## config.mk

```make
export PLATFORM = sky130hd
export DESIGN_NAME = irqc_top
export DESIGN_NICKNAME = d
export VERILOG_FILES = /design/src/rtl/irqc_pkg.sv /design/src/rtl/irqc_edge.sv /design/src/rtl/irqc_reqfile.sv /design/src/rtl/irqc_prio.sv /design/src/rtl/irqc_top.sv
export SDC_FILE = /design/constraint.sdc
export NUM_CORES = 1
export LEC_CHECK = 0
export BUFFER_PORTS_ARGS = -buffer_cell sky130_fd_sc_hd__buf_2
export CAP_MARGIN = 10
export CORE_ASPECT_RATIO = 0.5
export CORE_UTILIZATION = 30
export DETAILED_ROUTE_END_ITERATION = 6
export PLACE_DENSITY_LB_ADDON = 0.08
export RECOVER_POWER = 25
export SLEW_MARGIN = 20
export SYNTH_ARGS = -nofsm -noshare
export SYNTH_HDL_FRONTEND = slang
export SYNTH_SLANG_ARGS = --single-unit
```

## constraint.sdc

```tcl
create_clock -name clk -period 4.8 [get_ports clk]
set_clock_uncertainty 0.05 [all_clocks]
set_input_delay 0.96 -clock clk [delete_from_list [all_inputs] [get_ports clk]]
set_output_delay 0.96 -clock clk [all_outputs]
set_load 0.005 [all_outputs]
```

## src/rtl/irqc_pkg.sv

```systemverilog
package irqc_pkg;

    localparam int NSRC    = 4;
    localparam int REG_W   = 8;
    localparam int GIE_BIT = 7;

    localparam logic [REG_W-1:0] REQ_KEEP  = 8'h36;
    localparam logic [REG_W-1:0] MASK_KEEP = 8'hB6;

    localparam logic [1:0] SEL_REQ  = 2'd0;
    localparam logic [1:0] SEL_MASK = 2'd1;
    localparam logic [1:0] SEL_PRIO = 2'd2;

    typedef logic [1:0] src_t;

    typedef enum logic [1:0] {
        ST_IDLE  = 2'd0,
        ST_OFFER = 2'd1,
        ST_TAKEN = 2'd2
    } ctl_state_e;

    // register bit position of each source index
    function automatic int src_pos(int s);
        case (s)
            0:       return 1;
            1:       return 2;
            2:       return 4;
            default: return 5;
        endcase
    endfunction

    function automatic logic [REG_W-1:0] src_bit(src_t s);
        case (s)
            2'd0:    return 8'h02;
            2'd1:    return 8'h04;
            2'd2:    return 8'h10;
            default: return 8'h20;
        endcase
    endfunction

    function automatic logic [7:0] src_vec(src_t s);
        case (s)
            2'd0:    return 8'd2;
            2'd1:    return 8'd4;
            2'd2:    return 8'd8;
            default: return 8'd10;
        endcase
    endfunction

    // {usable, rank0 .. rank3}, rank0 highest; index 0=src1 1=src2 2=src4 3=src5
    function automatic logic [8:0] order_of(logic [3:0] code);
        case (code)
            4'b0001: return {1'b1, 2'd0, 2'd2, 2'd3, 2'd1};
            4'b0011: return {1'b1, 2'd2, 2'd0, 2'd3, 2'd1};
            4'b0100: return {1'b1, 2'd3, 2'd1, 2'd0, 2'd2};
            4'b0101: return {1'b1, 2'd3, 2'd0, 2'd2, 2'd1};
            4'b0110: return {1'b1, 2'd3, 2'd1, 2'd2, 2'd0};
            4'b0111: return {1'b1, 2'd3, 2'd2, 2'd0, 2'd1};
            4'b1000: return {1'b1, 2'd1, 2'd0, 2'd2, 2'd3};
            4'b1001: return {1'b1, 2'd0, 2'd2, 2'd1, 2'd3};
            4'b1010: return {1'b1, 2'd1, 2'd2, 2'd0, 2'd3};
            4'b1011: return {1'b1, 2'd2, 2'd0, 2'd1, 2'd3};
            4'b1100: return {1'b1, 2'd1, 2'd3, 2'd0, 2'd2};
            4'b1110: return {1'b1, 2'd1, 2'd3, 2'd2, 2'd0};
            default: return 9'd0;
        endcase
    endfunction

endpackage

```

## src/rtl/irqc_edge.sv

```systemverilog
module irqc_edge #(
    parameter int SYNC_STAGES = 2
) (
    input  logic clk,
    input  logic rst_n,
    input  logic pin_n,
    output logic fall
);
    logic [SYNC_STAGES-1:0] sync_q;
    logic                   prev_q;

    always_ff @(posedge clk or negedge rst_n) begin
        if (!rst_n) begin
            sync_q <= '1;
            prev_q <= 1'b1;
        end else begin
            sync_q <= {sync_q[SYNC_STAGES-2:0], pin_n};
            prev_q <= sync_q[SYNC_STAGES-1];
        end
    end

    assign fall = prev_q & ~sync_q[SYNC_STAGES-1];

    AST_FALL_SINGLE: assert property (@(posedge clk) disable iff (!rst_n)
        fall |=> !fall);

endmodule

```

## src/rtl/irqc_reqfile.sv

```systemverilog
module irqc_reqfile
    import irqc_pkg::*;
(
    input  logic             clk,
    input  logic             rst_n,
    input  logic [REG_W-1:0] hw_set,
    input  logic [REG_W-1:0] grant_clr,
    input  logic             sw_wr,
    input  logic [REG_W-1:0] sw_data,
    output logic [REG_W-1:0] req_q
);
    logic [REG_W-1:0] req_d;

    always_comb begin
        if (sw_wr) req_d = sw_data & REQ_KEEP;
        else       req_d = req_q & ~grant_clr;
        req_d = req_d | (hw_set & REQ_KEEP);
    end

    always_ff @(posedge clk or negedge rst_n) begin
        if (!rst_n) req_q <= '0;
        else        req_q <= req_d;
    end

    AST_HW_SET_STICKS: assert property (@(posedge clk) disable iff (!rst_n)
        (|hw_set) |=> ((req_q & $past(hw_set)) == $past(hw_set)));
    AST_CLR_ONE_SRC: assert property (@(posedge clk) disable iff (!rst_n)
        $onehot0(grant_clr));

endmodule

```

## src/rtl/irqc_prio.sv

```systemverilog
module irqc_prio
    import irqc_pkg::*;
(
    input  logic [3:0]      code,
    input  logic [NSRC-1:0] pend,
    output logic            win_valid,
    output src_t            win_src,
    output logic            reserved
);
    logic [8:0] ord;
    src_t       cand;

    always_comb begin
        ord       = order_of(code);
        reserved  = ~ord[8];
        win_valid = 1'b0;
        win_src   = 2'd0;
        cand      = 2'd0;
        for (int r = 0; r < NSRC; r++) begin
            cand = ord[7-2*r -: 2];
            if (!win_valid && ord[8] && pend[cand]) begin
                win_valid = 1'b1;
                win_src   = cand;
            end
        end
    end

endmodule

```

## src/rtl/irqc_top.sv

```systemverilog
module irqc_top
    import irqc_pkg::*;
#(
    parameter int SYNC_STAGES = 2
) (
    input  logic       clk,
    input  logic       rst_n,
    input  logic       pin_a_n,
    input  logic       pin_b_n,
    input  logic       tmr0_evt,
    input  logic       tmr1_evt,
    input  logic       cfg_wr,
    input  logic [1:0] cfg_sel,
    input  logic [7:0] cfg_wdata,
    output logic [7:0] req_rd,
    output logic [7:0] mask_rd,
    output logic [3:0] prio_rd,
    output logic       irq_valid,
    output logic [7:0] irq_vector,
    input  logic       irq_ack
);
    localparam int NPIN = 2;

    logic [NPIN-1:0]  pins_n;
    logic [NPIN-1:0]  fall;
    logic [REG_W-1:0] hw_set;
    logic [REG_W-1:0] grant_clr;
    logic [REG_W-1:0] req_q;
    logic [REG_W-1:0] mask_q, mask_d;
    logic [3:0]       prio_q;
    logic [NSRC-1:0]  pend_en;
    logic             win_valid;
    src_t             win_src;
    logic             rsv;
    logic             grant;
    ctl_state_e       state_q, state_d;

    assign pins_n = {pin_b_n, pin_a_n};

    for (genvar g = 0; g < NPIN; g++) begin : g_pin
        irqc_edge #(.SYNC_STAGES(SYNC_STAGES)) u_edge (
            .clk   (clk),
            .rst_n (rst_n),
            .pin_n (pins_n[g]),
            .fall  (fall[g])
        );
    end

    always_comb begin
        hw_set              = '0;
        hw_set[src_pos(0)]  = fall[0];
        hw_set[src_pos(1)]  = fall[1];
        hw_set[src_pos(2)]  = tmr0_evt;
        hw_set[src_pos(3)]  = tmr1_evt;
    end

    irqc_reqfile u_req (
        .clk       (clk),
        .rst_n     (rst_n),
        .hw_set    (hw_set),
        .grant_clr (grant_clr),
        .sw_wr     (cfg_wr && cfg_sel == SEL_REQ),
        .sw_data   (cfg_wdata),
        .req_q     (req_q)
    );

    for (genvar g = 0; g < NSRC; g++) begin : g_pend
        assign pend_en[g] = req_q[src_pos(g)] & mask_q[src_pos(g)] & mask_q[GIE_BIT];
    end

    irqc_prio u_prio (
        .code      (prio_q),
        .pend      (pend_en),
        .win_valid (win_valid),
        .win_src   (win_src),
        .reserved  (rsv)
    );

    // mask and priority registers
    always_comb begin
        mask_d = mask_q;
        if (cfg_wr && cfg_sel == SEL_MASK) mask_d = cfg_wdata & MASK_KEEP;
        if (grant) mask_d[GIE_BIT] = 1'b0;
    end

    always_ff @(posedge clk or negedge rst_n) begin
        if (!rst_n) begin
            mask_q <= '0;
            prio_q <= '0;
        end else begin
            mask_q <= mask_d;
            if (cfg_wr && cfg_sel == SEL_PRIO) prio_q <= cfg_wdata[3:0];
        end
    end

    // control state machine: next state
    always_comb begin
        state_d = state_q;
        unique case (state_q)
            ST_IDLE:  if (win_valid) state_d = ST_OFFER;
            ST_OFFER: begin
                if (grant)           state_d = ST_TAKEN;
                else if (!win_valid) state_d = ST_IDLE;
            end
            ST_TAKEN: state_d = ST_IDLE;
            default:  state_d = ST_IDLE;
        endcase
    end

    always_ff @(posedge clk or negedge rst_n) begin
        if (!rst_n) state_q <= ST_IDLE;
        else        state_q <= state_d;
    end

    // control state machine: outputs
    always_comb begin
        irq_valid  = 1'b0;
        irq_vector = 8'h00;
        grant      = 1'b0;
        grant_clr  = '0;
        unique case (state_q)
            ST_OFFER: begin
                irq_valid  = win_valid;
                irq_vector = win_valid ? src_vec(win_src) : 8'h00;
                grant      = win_valid && irq_ack;
                grant_clr  = grant ? src_bit(win_src) : '0;
            end
            ST_IDLE, ST_TAKEN: ;
            default: ;
        endcase
    end

    assign req_rd  = req_q;
    assign mask_rd = mask_q;
    assign prio_rd = prio_q;

    AST_OFFER_NEEDS_GIE: assert property (@(posedge clk) disable iff (!rst_n)
        irq_valid |-> mask_q[GIE_BIT]);
    AST_GRANT_DROPS_GIE: assert property (@(posedge clk) disable iff (!rst_n)
        (irq_valid && irq_ack) |=> (!mask_q[GIE_BIT] && !irq_valid));
    AST_RESERVED_QUIET: assert property (@(posedge clk) disable iff (!rst_n)
        rsv |-> !irq_valid);
    AST_TAKEN_ONE_CYCLE: assert property (@(posedge clk) disable iff (!rst_n)
        (state_q == ST_TAKEN) |=> (state_q == ST_IDLE));

endmodule

```

==> results by group, run 1 <==
Routing
  • DR vias: 1254
  • DRC viols: 0
  • DR pass1 iterations: 4
  • Vias per cell: 4.80
  • WL final: 3530 um
  • Initial DRC count: 24
  • Antenna-violating nets left: 0
  • WL/cell: 13.5 um

STA
  • Least-Margin Pin Slew: 1.11 ns
  • TNS Setup: 0 ns
  • Fmax: 232 MHz
  • Fin crit period: 4.30 ns
  • Max_slew headroom: 0.262
  • Hold Violations, Final: 0
  • Setup violations, final: 0
  • RSZ-0062 raised after global routing: no
  • Final period util: 0.897
  • Slew Limit Fails: 0
  • Post-route setup slack: 0.496 ns

Setup path
  • Worst EP required: 3.79 ns
  • Worst EP arrival: 3.29 ns
  • Largest fanout on the critical path: 5
  • Kind of critical path: reg2out
  • CP startpoint kind: flip-flop
  • CP Capture Type: output pin

Place
  • Worst slack at placement: 0.766 ns
  • Number of port buffers: 33
  • Placer Congestion: 0.849
  • Final HPWL DP: 2870 um
  • Placed cell count: 257

Final layout
  • Antenna diode count: 0
  • Area Overhead vs Synth: 13.2%
  • Fin cells: 261
  • Commonest non-fill, non-tap cell in the layout: buf_2
  • Final Util: 0.358
  • Number of fill cells in the layout: 524
  • Most frequent cells in the layout: buf_2 (32), dfrtp_1 (15), conb_1 (12)
  • Fin nets: 218
  • Share of cells above drive strength 1: 0.330

Synth
  • Synth cell types: 50
  • Post-synth EDFFs: 0
  • Largest family of logic cells by synthesized area: simple AND/OR/NAND/NOR gates
  • Synth Area in Adders: 0.0633
  • Synth Area in Simple Gates: 0.206
  • YS warnings: 0
  • Register area share after synthesis: 0.337
  • Post-synthesis compound-gate area fraction: 0.150
  • Yosys reg bits: 21
  • FFs w/ async S/R, synth: 1.00
  • Cell area after synthesis: 1580 um2
  • Synth area leader: dfrtp_1
  • Area share of the largest cell type after synthesis: 0.237
  • Xor/xnor share of the synthesized area: 0
  • Ys flop type: dfrtp_1
  • Synth top area cells: dfrtp_1 (24%), dfstp_2 (10%), mux2_2 (7.1%)
  • Cells after Synth: 158
  • Avg Cell Area, Syn: 10.0 um2
  • Post-synthesis mux area share: 0.132

Floorplan
  • Core ar.: 5000 um2
  • DIE WIDTH: 105 um
  • Chip Height: 53.3 um
  • Initial core utilization: 0.316
  • Die ar.: 5580 um2
  • I/O Pins: 47
  • Rows: 18

Clocking
  • H-tree levels: 1
  • Clk Latency, worst-skew pair: 0.26 ns
  • Worst-path clk slew: 0.08 ns
  • CTS tree: yes
  • CTS root buffer: clkbuf_8
  • CTS Buf Count: 3
  • Hold-fix buffers, CTS: 0
  • # resized after CTS: 0
  • Sink Count: 21
  • Clock buffer depth: 2
  • Number of post-CTS setup repair buffers: 0

Global route
  • GRT overflow: 0
  • GRT Util Overall: 0.139
  • Pin count of the biggest net entering global routing: 22
  • First-pass GRT wire length: 5930 um
  • Antenna violations before repair: 0
  • Vias in the first global route: 1200

Power and ir drop
  • Leakage: 0.793 nW
  • VDD IR max: 0.000172 V
  • PwrDens: 430 nW/um2

Worst hold path
  • Worst hold path class: reg2reg

Run
  • Number of max-cap violations: 0

Outcome
  • Outcome: completed
==> area by class of cell <==
type                            instances  area [um2]  area share
Multi-Input combinational cell        124         916       0.512
Sequential cell                        21         533       0.298
Timing Repair Buffer                   35         179      0.0999
Tap cell                               70        87.6      0.0489
Clock buffer                            3        41.3      0.0231
Inverter                                7        26.3      0.0147
Clock inverter                          1        7.51     0.00419
==> synth_stat cells, types with 2 or more instances <==
master	instances
and2_1	2
nand4b_1	2
nand2_1	6
o21ai_0	4
nand3_1	6
ha_1	8
dfstp_2	6
buf_6	2
o21ai_1	4
inv_1	7
and3_1	2
mux2_2	10
or2b_2	2
o41ai_1	4
buf_4	13
a21oi_1	8
nor3_1	6
nor3b_1	2
mux4_2	2
nor2b_1	4
nand3b_1	2
clkbuf_8	2
mux2i_1	4
nor2_1	10
dfrtp_1	15
==> critical path: stages, from the launching register on <==
cell      delay (ns)
dfrtp_1         0.43
ha_1            0.26
or2b_2          0.32
a21oi_1         0.20
nor3_1          0.07
o21ai_0         0.39
nand3_1         0.24
a221oi_1        0.36
a41oi_1         0.13
ha_1            0.27
o21ai_0         0.15
nor3_1          0.06
buf_2           0.14
==> logic make-up after synthesis <==
group,after synthesis
simple gates,55
flops,21
buf+inv,24
other cells,1
fa+ha+maj,8
mux,17
compound gates,32
==> layer usage <==
metal,share of wire,GRT usage,up-vias
li1,-,-,622
met4,0.0040,0.0352,0
met5,0,0,-
met1,0.52,0.186,602
met3,0.034,0.0320,2
met2,0.44,0.227,28
==> path summary, 6_finish.rpt <==
| check | start | end | slack (ns) | cells after the start |
|---|---|---|---|---|
| max in group asynchronous | rst_n | prio_rd[0]$_DFFE_PN0P_ | 3.20 | 1 |
| min in group asynchronous | rst_n | mask_rd[2]$_DFFE_PN0P_ | 0.83 | 1 |
| worst min register to register | g_pin[0].u_edge.sync_q[0]$_DFF_PN1_ | g_pin[0].u_edge.sync_q[1]$_DFF_PN1_ | 0.31 | 0 |
| worst max-delay path | prio_rd[1]$_DFFE_PN0P_ | irq_vector[3] | 0.50 | 12 |
| worst min-delay path | g_pin[0].u_edge.sync_q[0]$_DFF_PN1_ | g_pin[0].u_edge.sync_q[1]$_DFF_PN1_ | 0.31 | 0 |
| worst max register to register | prio_rd[1]$_DFFE_PN0P_ | u_req.req_q[1]$_DFF_PN0_ | 1.42 | 12 |
==> state kept, by name (all words and copies together), names as in the netlist <==
name,count
g_pin.u_edge.prev_q,2
g_pin.u_edge.sync_q,4
mask_rd,5
prio_rd,4
state_q,2
u_req.req_q,4
==> metrics by stage <==
stage,hold WS (ns),power [W],area [um2]
after floorplan,0.295,0.000557,1620
after global placement,0.296,0.000655,1740
after detailed placement,0.297,0.000658,1740
after CTS,0.310,0.000779,1790
after global routing,0.324,0.000838,1790
final,0.314,0.000770,1790
==> power breakdown <==
part	leakage, nW	switching [W]	internal, W
Combinational	0.536	0.000220	0.000178
Sequential	0.235	0.0000458	0.000208
Clock	0.0217	0.0000592	0.0000586
Note: power is estimated with default switching activity, not from simulation.
==> run 2, diff against run 1 <==
Settings changed: CELL_PAD_IN_SITES_DETAIL_PLACEMENT set to 1, CELL_PAD_IN_SITES_GLOBAL_PLACEMENT set to 1, RECOVER_POWER 25 to unset.
==> run 2 against run 1 <==
Effect of this change: first-iteration DRC count rose by 63%; die area did not move; clock power barely moved; total power rose by 1.0%; combinational power rose by 2%; maximum frequency fell by 2.0%; flip-flop and latch count did not move; worst setup slack got worse by 0.088 ns; sequential power barely moved; via count rose by 2.0%.
==> results by group, run 2 (synthesis results as in run 1) <==
Outcome
  • Outcome: completed

Floorplan
  • DIE WIDTH: 105 um
  • Core ar.: 5000 um2
  • Chip Height: 53.3 um
  • Die ar.: 5580 um2
  • Rows: 18
  • I/O Pins: 47
  • Initial core utilization: 0.316

Final layout
  • Share of cells above drive strength 1: 0.346
  • Antenna diode count: 0
  • Fin cells: 261
  • Max FFs per register: 5
  • Final Util: 0.358
  • Fin nets: 218
  • Area Overhead vs Synth: 13.3%
  • Most frequent cells in the layout: buf_2 (33), dfrtp_1 (15), conb_1 (12)
  • Commonest non-fill, non-tap cell in the layout: buf_2

Place
  • Placed cell count: 257
  • Placer Congestion: 0.749
  • Number of port buffers: 33
  • Final HPWL DP: 3150 um
  • Worst slack at placement: 0.645 ns

Global route
  • Pin count of the biggest net entering global routing: 22
  • Vias in the first global route: 1290
  • GRT overflow: 0
  • Antenna violations before repair: 0
  • First-pass GRT wire length: 6390 um
  • GRT Util Overall: 0.151

Setup path
  • Worst EP required: 3.79 ns
  • Worst EP arrival: 3.38 ns
  • CP Capture Type: output pin
  • Largest fanout on the critical path: 5
  • CP startpoint kind: flip-flop
  • Kind of critical path: reg2out

Routing
  • DR vias: 1279
  • Vias per cell: 4.90
  • WL final: 3820 um
  • Initial DRC count: 39
  • Antenna-violating nets left: 0
  • DR pass1 iterations: 4
  • DRC viols: 0
  • WL/cell: 14.6 um

Power and ir drop
  • Sequential Power Share: 0.327
  • Combinational share of power: 0.523
  • Clock power frac: 0.149
  • Leakage: 0.797 nW
  • VDD IR max: 0.000233 V
  • PwrDens: 434 nW/um2
  • P_int: 0.000447 W
  • Psw: 0.000331 W
  • Net Sw Frac: 0.426

Worst hold path
  • Worst hold path class: reg2reg

STA
  • Setup violations, final: 0
  • TNS Setup: 0 ns
  • Least-Margin Pin Slew: 1.02 ns
  • Fin crit period: 4.39 ns
  • Final period util: 0.915
  • Hold WS: 0.309 ns
  • Max_slew headroom: 0.321
  • Slew Limit Fails: 0
  • Hold Violations, Final: 0
  • Fmax: 228 MHz
  • RSZ-0062 raised after global routing: no
  • Post-route setup slack: 0.407 ns

Run
  • Number of max-cap violations: 0

Clocking
  • CTS root buffer: clkbuf_8
  • # resized after CTS: 0
  • H-tree levels: 1
  • Clk Latency, worst-skew pair: 0.26 ns
  • Hold-fix buffers, CTS: 0
  • Clock buffer depth: 2
  • Number of post-CTS setup repair buffers: 0
  • CTS tree: yes
  • CTS Buf Count: 3
  • Worst-path clk slew: 0.08 ns
  • Sink Count: 21
run 2: cell types whose count changed in the layout (fill, tap and decap cells not counted):
cell      change
dfstp_2       +2
clkbuf_1      -1
buf_2         +1
dfstp_1       -2
run 2: worst paths after layout:
| kind | startpoint | end | slack, ns | cells after the start |
|---|---|---|---|---|
| setup / recovery | prio_rd[1]$_DFFE_PN0P_ | irq_vector[3] | 0.41 | 12 |
| hold / removal | g_pin[0].u_edge.sync_q[0]$_DFF_PN1_ | g_pin[0].u_edge.sync_q[1]$_DFF_PN1_ | 0.31 | 0 |
| setup reg to reg | prio_rd[1]$_DFFE_PN0P_ | u_req.req_q[1]$_DFF_PN0_ | 1.36 | 12 |
| hold reg to reg | g_pin[0].u_edge.sync_q[0]$_DFF_PN1_ | g_pin[0].u_edge.sync_q[1]$_DFF_PN1_ | 0.31 | 0 |
| max in group asynchronous | rst_n | g_pin[1].u_edge.prev_q$_DFF_PN1_ | 3.77 | 1 |
| min in group asynchronous | rst_n | mask_rd[5]$_DFFE_PN0P_ | 0.59 | 1 |
run 2: layer usage:
metal	vias up	GRT usage	wire length, um
li1	623	-	-
met1	626	0.203	2050
met2	28	0.256	1640
met3	2	0.0259	99
met4	0	0.0352	23
met5	-	0	0
run 2: power by group through the flow:
stage | Combinational, W | Sequential (W) | Clock, W
finish | 0.000407 | 0.000255 | 0.000116
detailed placement | 0.000411 | 0.000259 | 0
CTS | 0.000412 | 0.000256 | 0.000121
floorplan | 0.000319 | 0.000238 | 0
global placement | 0.000402 | 0.000256 | 0
global route | 0.000454 | 0.000262 | 0.000129
run 2: cell type report:
class / count / area (um2)
clock inverters: 1 / 7.51
well taps: 70 / 87.6
inverters: 7 / 26.3
multi-input cells: 124 / 916
clock buffers: 3 / 41.3
repair buffers: 35 / 180
flip-flops and latches: 21 / 533
fillers: 598 / 3210
run 2: worst max-delay path: stages (launching register included):
cell and delay, ns:
dfrtp_1 0.43, ha_1 0.29, or2b_2 0.33, a21oi_1 0.21
nor3_1 0.07, o21ai_0 0.37, nand3_1 0.25, a221oi_1 0.39
a41oi_1 0.13, ha_1 0.28, o21ai_0 0.16, nor3_1 0.06
buf_2 0.14
run 2: through the flow:
stage	area [um2]	total power [W]
after floorplan	1620	0.000557
final	1790	0.000778
after detailed placement	1740	0.000671
after global placement	1740	0.000658
after global routing	1790	0.000845
after CTS	1790	0.000789
